`config.mk`:
```
export PLATFORM = sky130hd
export DESIGN_NAME = eth_tx_framer
export DESIGN_NICKNAME = d
export VERILOG_FILES = /design/src/rtl/eth_tx_framer.sv
export SDC_FILE = /design/constraint.sdc
export NUM_CORES = 1
export LEC_CHECK = 0
export BUFFER_PORTS_ARGS = -buffer_cell sky130_fd_sc_hd__buf_2
export CAP_MARGIN = 20
export CORE_UTILIZATION = 55
export DETAILED_ROUTE_END_ITERATION = 10
export PLACE_DENSITY = 0.78
export SLEW_MARGIN = 20
export SYNTH_ARGS = -nofsm -noshare
export SYNTH_HDL_FRONTEND = slang
export SYNTH_SLANG_ARGS = --single-unit
export TNS_END_PERCENT = 20
```
`constraint.sdc`:
```
create_clock -name clk -period 2.4 [get_ports clk]
set_input_delay 0.48 -clock clk [delete_from_list [all_inputs] [get_ports clk]]
set_output_delay 0.48 -clock clk [all_outputs]
set_load 0.02 [all_outputs]
```
`src/rtl/eth_tx_framer.sv`:
```
module eth_tx_framer #(
  parameter int PRE_LEN  = 7,
  parameter int MIN_BODY = 60,
  parameter int MAX_BODY = 1514
) (
  input  logic       clk,
  input  logic       rst_n,
  input  logic [7:0] in_data,
  input  logic       in_valid,
  input  logic       in_last,
  output logic       in_ready,
  output logic [7:0] out_data,
  output logic       out_valid,
  output logic       out_last,
  output logic       err_long
);
  localparam int CW = $clog2(MAX_BODY + 2);
  localparam int IW = $clog2(PRE_LEN + 2);
  localparam logic [CW-1:0] MIN_C = CW'(MIN_BODY);
  localparam logic [CW-1:0] MAX_C = CW'(MAX_BODY);
  localparam logic [IW-1:0] PRE_I = IW'(PRE_LEN);
  localparam logic [IW-1:0] FCS_I = IW'(3);

  typedef enum logic [2:0] {S_IDLE, S_PRE, S_BODY, S_PAD, S_FCS, S_DROP} st_t;

  st_t           st;
  logic [CW-1:0] cnt;
  logic [IW-1:0] idx;
  logic [31:0]   crc;

  function automatic logic [31:0] crc_step(input logic [31:0] c, input logic [7:0] d);
    logic [31:0] r;
    r = c;
    for (int i = 0; i < 8; i++)
      r = (r[0] ^ d[i]) ? ((r >> 1) ^ 32'hEDB88320) : (r >> 1);
    return r;
  endfunction

  assign in_ready = (st == S_BODY) || (st == S_DROP);

  wire              take   = in_valid && in_ready;
  wire [CW-1:0]     cnt_nx = cnt + 1'b1;
  wire [31:0]       fcs    = ~crc;

  always_ff @(posedge clk) begin
    if (!rst_n) begin
      st        <= S_IDLE;
      cnt       <= '0;
      idx       <= '0;
      crc       <= '1;
      out_data  <= '0;
      out_valid <= 1'b0;
      out_last  <= 1'b0;
      err_long  <= 1'b0;
    end else begin
      out_valid <= 1'b0;
      out_last  <= 1'b0;
      err_long  <= 1'b0;
      case (st)
        S_IDLE: if (in_valid) begin
          st        <= S_PRE;
          out_data  <= 8'h55;
          out_valid <= 1'b1;
          idx       <= IW'(1);
          cnt       <= '0;
          crc       <= '1;
        end
        S_PRE: begin
          out_valid <= 1'b1;
          out_data  <= (idx == PRE_I) ? 8'hD5 : 8'h55;
          idx       <= idx + 1'b1;
          if (idx == PRE_I) st <= S_BODY;
        end
        S_BODY: if (take) begin
          if (cnt == MAX_C) begin
            err_long <= 1'b1;
            st       <= in_last ? S_IDLE : S_DROP;
          end else begin
            out_data  <= in_data;
            out_valid <= 1'b1;
            crc       <= crc_step(crc, in_data);
            cnt       <= cnt_nx;
            idx       <= '0;
            if (in_last) st <= (cnt_nx < MIN_C) ? S_PAD : S_FCS;
          end
        end
        S_PAD: begin
          out_data  <= 8'h00;
          out_valid <= 1'b1;
          crc       <= crc_step(crc, 8'h00);
          cnt       <= cnt_nx;
          if (cnt_nx == MIN_C) st <= S_FCS;
        end
        S_FCS: begin
          out_data  <= fcs[8*idx[1:0] +: 8];
          out_valid <= 1'b1;
          idx       <= idx + 1'b1;
          if (idx == FCS_I) begin
            out_last <= 1'b1;
            st       <= S_IDLE;
          end
        end
        S_DROP: if (take && in_last) st <= S_IDLE;
        default: st <= S_IDLE;
      endcase
    end
  end


  last_has_valid_chk: assert property (@(posedge clk) disable iff (!rst_n)
    out_last |-> out_valid);


  frame_size_chk: assert property (@(posedge clk) disable iff (!rst_n)
    out_last |-> (cnt >= MIN_C && cnt <= MAX_C));


  abort_silent_chk: assert property (@(posedge clk) disable iff (!rst_n)
    err_long |-> !out_valid && !out_last);


  err_pulse_chk: assert property (@(posedge clk) disable iff (!rst_n)
    err_long |=> !err_long);


  ready_not_at_end_chk: assert property (@(posedge clk) disable iff (!rst_n)
    in_ready |-> !out_last);
endmodule

```
==> flow_summary.toml <==
[status]
outcome = "finished clean"

[grt]
use_met2_pct = 48.13
met1_usage_pct = 39.30
grt_pass1_wl_um = 19980
antenna_found_initial = 0
grt_max_degree = 41
use_met3_pct = 4.531
busiest_layer = "met2"
grt.overflow.total = 0
first_global_vias = 3902
grtUsageTotal_pct = 29.79

[synth]
yosys.area.top_type = "dfxtp_1"
synth_seq_cells = 61
ys_warn_count = 0
synth_enable_flop_cells = 0
yosysMostFrequentCell = "xnor2_1"
netlist_top_cells_count = "89 x xnor2_1, 62 x nor2_1, 61 x dfxtp_1"
ys_types = 59
synth_fp_nets = 583
syn-mean-instance-area_um2 = 8.249
seq_area_frac_synth_pct = 26.11
yosys.area.top_type_share_pct = 26.11
ys_async_sr_fraction_pct = 0
synthCells = 567
synth_area_um2 = 4677
ys.flop_type = "dfxtp_1"
netlist_top_cells_area = "dfxtp_1 26%, xnor2_1 17%, nor2_1 5.0%, xor2_1 4.7%, nand2_1 4.3%"

[hold_path]
hp-class = "input port to flip-flop"

[final_layout]
n_antenna_cell = 0
drive_gt1_share_pct = 18.30
fin_nets = 612
multiInputGateArea_um2 = 3199
fill_cells = 699
final_core_util_pct = 63.58
regArea_um2 = 1224
syn2layout_area_growth_pct = 11.69

[power_and_ir_drop]
irDropWorstVdd_uv = 332.1
p_leak_uw = 0.001987
power_density_nw_per_um2 = 531.9

[place]
dp_slack_ns = 0.02975
place_congestion = 0.9601
place_hpwl_um = 9000
portBuffers = 23

[setup_path]
critPathMaxStageDelay_ns = 0.54
cpMaxStageDelayCell = "dfxtp_1"
cp_cell_sequence = "buf_4 > xor2_2 > xnor3_1 > xor3_1 > o21ai_1 > xnor2_1 > nor3_1 > o21ai_1"
start_kind = "flip-flop"
worst-setup-path-type = "flip-flop to flip-flop"
cp.arrival_ns = 2.43
worstPathMaxFanout = 6
worst_path_most_repeated_cell = "o21ai_1"
end_kind = "flip-flop"
required_ns = 2.62

[clocking]
clock_sink_count = 61
root_buffer = "clkbuf_8"
clkSlewWorstSetupHoldPaths_ns = 0.08
cts_setup_buffers = 0
cts_tree = "done"
cts_made_buffers = 9
clk_latency_ns = 0.35
htree_levels = 3
clock_path_buffers = 2

[sta]
relSlewSlack_pct = 54.79
layout_setup_ws_ns = 0.1808
period_needed_ns = 2.219
hold_viol = 0
worstMarginPinSlew_ns = 0.6757
finClkSkew_ns = 0.01200
finalSetupViolCount = 0
finalCritPeriodShare_pct = 92.47
rsz0062_at_grt = "no"
finalMaxSlewViolations = 0
clock.fmax_mhz = 450.6
setup_tns_ns = 0
whs_ns = 0.4287

[drt]
via_per_inst = 5.871
finalWirelength_um = 12560
dr.first_iter.drc_count = 303
ant_nets = 0
drt-pass1-iter-count = 5
drc = 0
wl_per_cell_um = 17.79
via_count = 4145

[die]
ios = 24
dieArea_um2 = 8876
core.rowCount = 33
core_area_um2 = 8217
die_h_um = 94.22
fp.dieW_um = 94.22
start_util_pct = 56.92

[job]
drv_cap = 0
==> final timing paths <==
| path | slack (ns) | endpoint | startpoint | depth (start not counted) |
|---|---|---|---|---|
| max | 0.18 | crc[24] | crc[2] | 8 |
| min | 0.43 | err_long | in_valid | 3 |
| max reg2reg | 0.18 | crc[24] | crc[2] | 8 |
| min reg2reg | 0.50 | out_data[2] | out_data[2] | 2 |
==> stage by stage <==
stage | area, µm² | instances | power (µW)
6_report | 5224 | 706 | 2779
5_1_grt | 5224 | 706 | 2904
4_1_cts | 5219 | 706 | 2788
3_5_place_dp | 5019 | 690 | 1860
3_3_place_gp | 5019 | 690 | 1847
2_1_floorplan | 4677 | 567 | 1666
==> final cells by class <==
cell class,instances,area share (%)
flip-flops and latches,61,23.43
multi-input cells,451,61.25
clock inverters,7,1.461
clock buffers,9,2.371
inverters,9,0.6467
well taps,105,2.515
repair buffers,64,8.335
==> logic make-up (layout without fill, tap and decap cells) <==
| logic type | count (synthesis) | in the layout | synth area share [%] |
|---|---|---|---|
| compound gates | 108 | 108 | 13.59 |
| xor+xnor | 131 | 131 | 29.00 |
| fa+ha+maj | 4 | 4 | 1.070 |
| buf+inv | 55 | 89 | 5.618 |
| flops | 61 | 61 | 26.11 |
| mux | 18 | 18 | 6.046 |
| simple gates | 190 | 190 | 18.57 |
==> sequential cells by signal (all words and copies together) (netlist names) <==
signal / count
out_valid: 1
err_long: 1
st: 3
out_data: 8
crc: 32
out_last: 1
idx: 4
cnt: 11
==> cells in the final DEF, fill, tap and decap left out, drive strengths merged, types with 5 or more instances in the layout <==
cell type | netlist | routed
xnor2 | 97 | 97
buf | 21 | 64
nor2 | 62 | 62
dfxtp | 61 | 61
nand2 | 53 | 53
a21oi | 37 | 37
o21ai | 37 | 37
nor3 | 29 | 29
xor2 | 26 | 26
o22ai | 12 | 12
nand3 | 12 | 12
clkbuf | 25 | 9
inv | 9 | 9
mux2i | 8 | 8
mux4 | 8 | 8
nor2b | 7 | 7
a211oi | 6 | 6
xor3 | 5 | 5
==> critical path, delay by kind of cell, from the launching register on <==
family                 cells  cell delay (ns)
AO/OA/AOI/OAI              2             0.22
AND/OR/NAND/NOR            1             0.14
XOR/XNOR                   4             0.96
buffers and inverters      1             0.22
flip-flops                 1             0.54
==> routing by layer <==
metal	up-vias	share of wire, %
li1	1989	-
met1	1962	44
met2	168	47
met3	26	6.2
met4	0	2.3
met5	-	0
==> timing repair <==
action	4_1_cts	5_1_grt
endpoints found under the setup margin	0	8
resized for setup	0	3
hold buffers	0	0
==> report_power, final <==
group / internal [µW] / total [µW] / switching, µW
Clock: 482 / 925 / 443
Combinational: 379 / 809 / 429
Sequential: 1030 / 1050 / 14.8
Total: 1890 / 2780 / 887
Power figures use the tool's default switching activity.
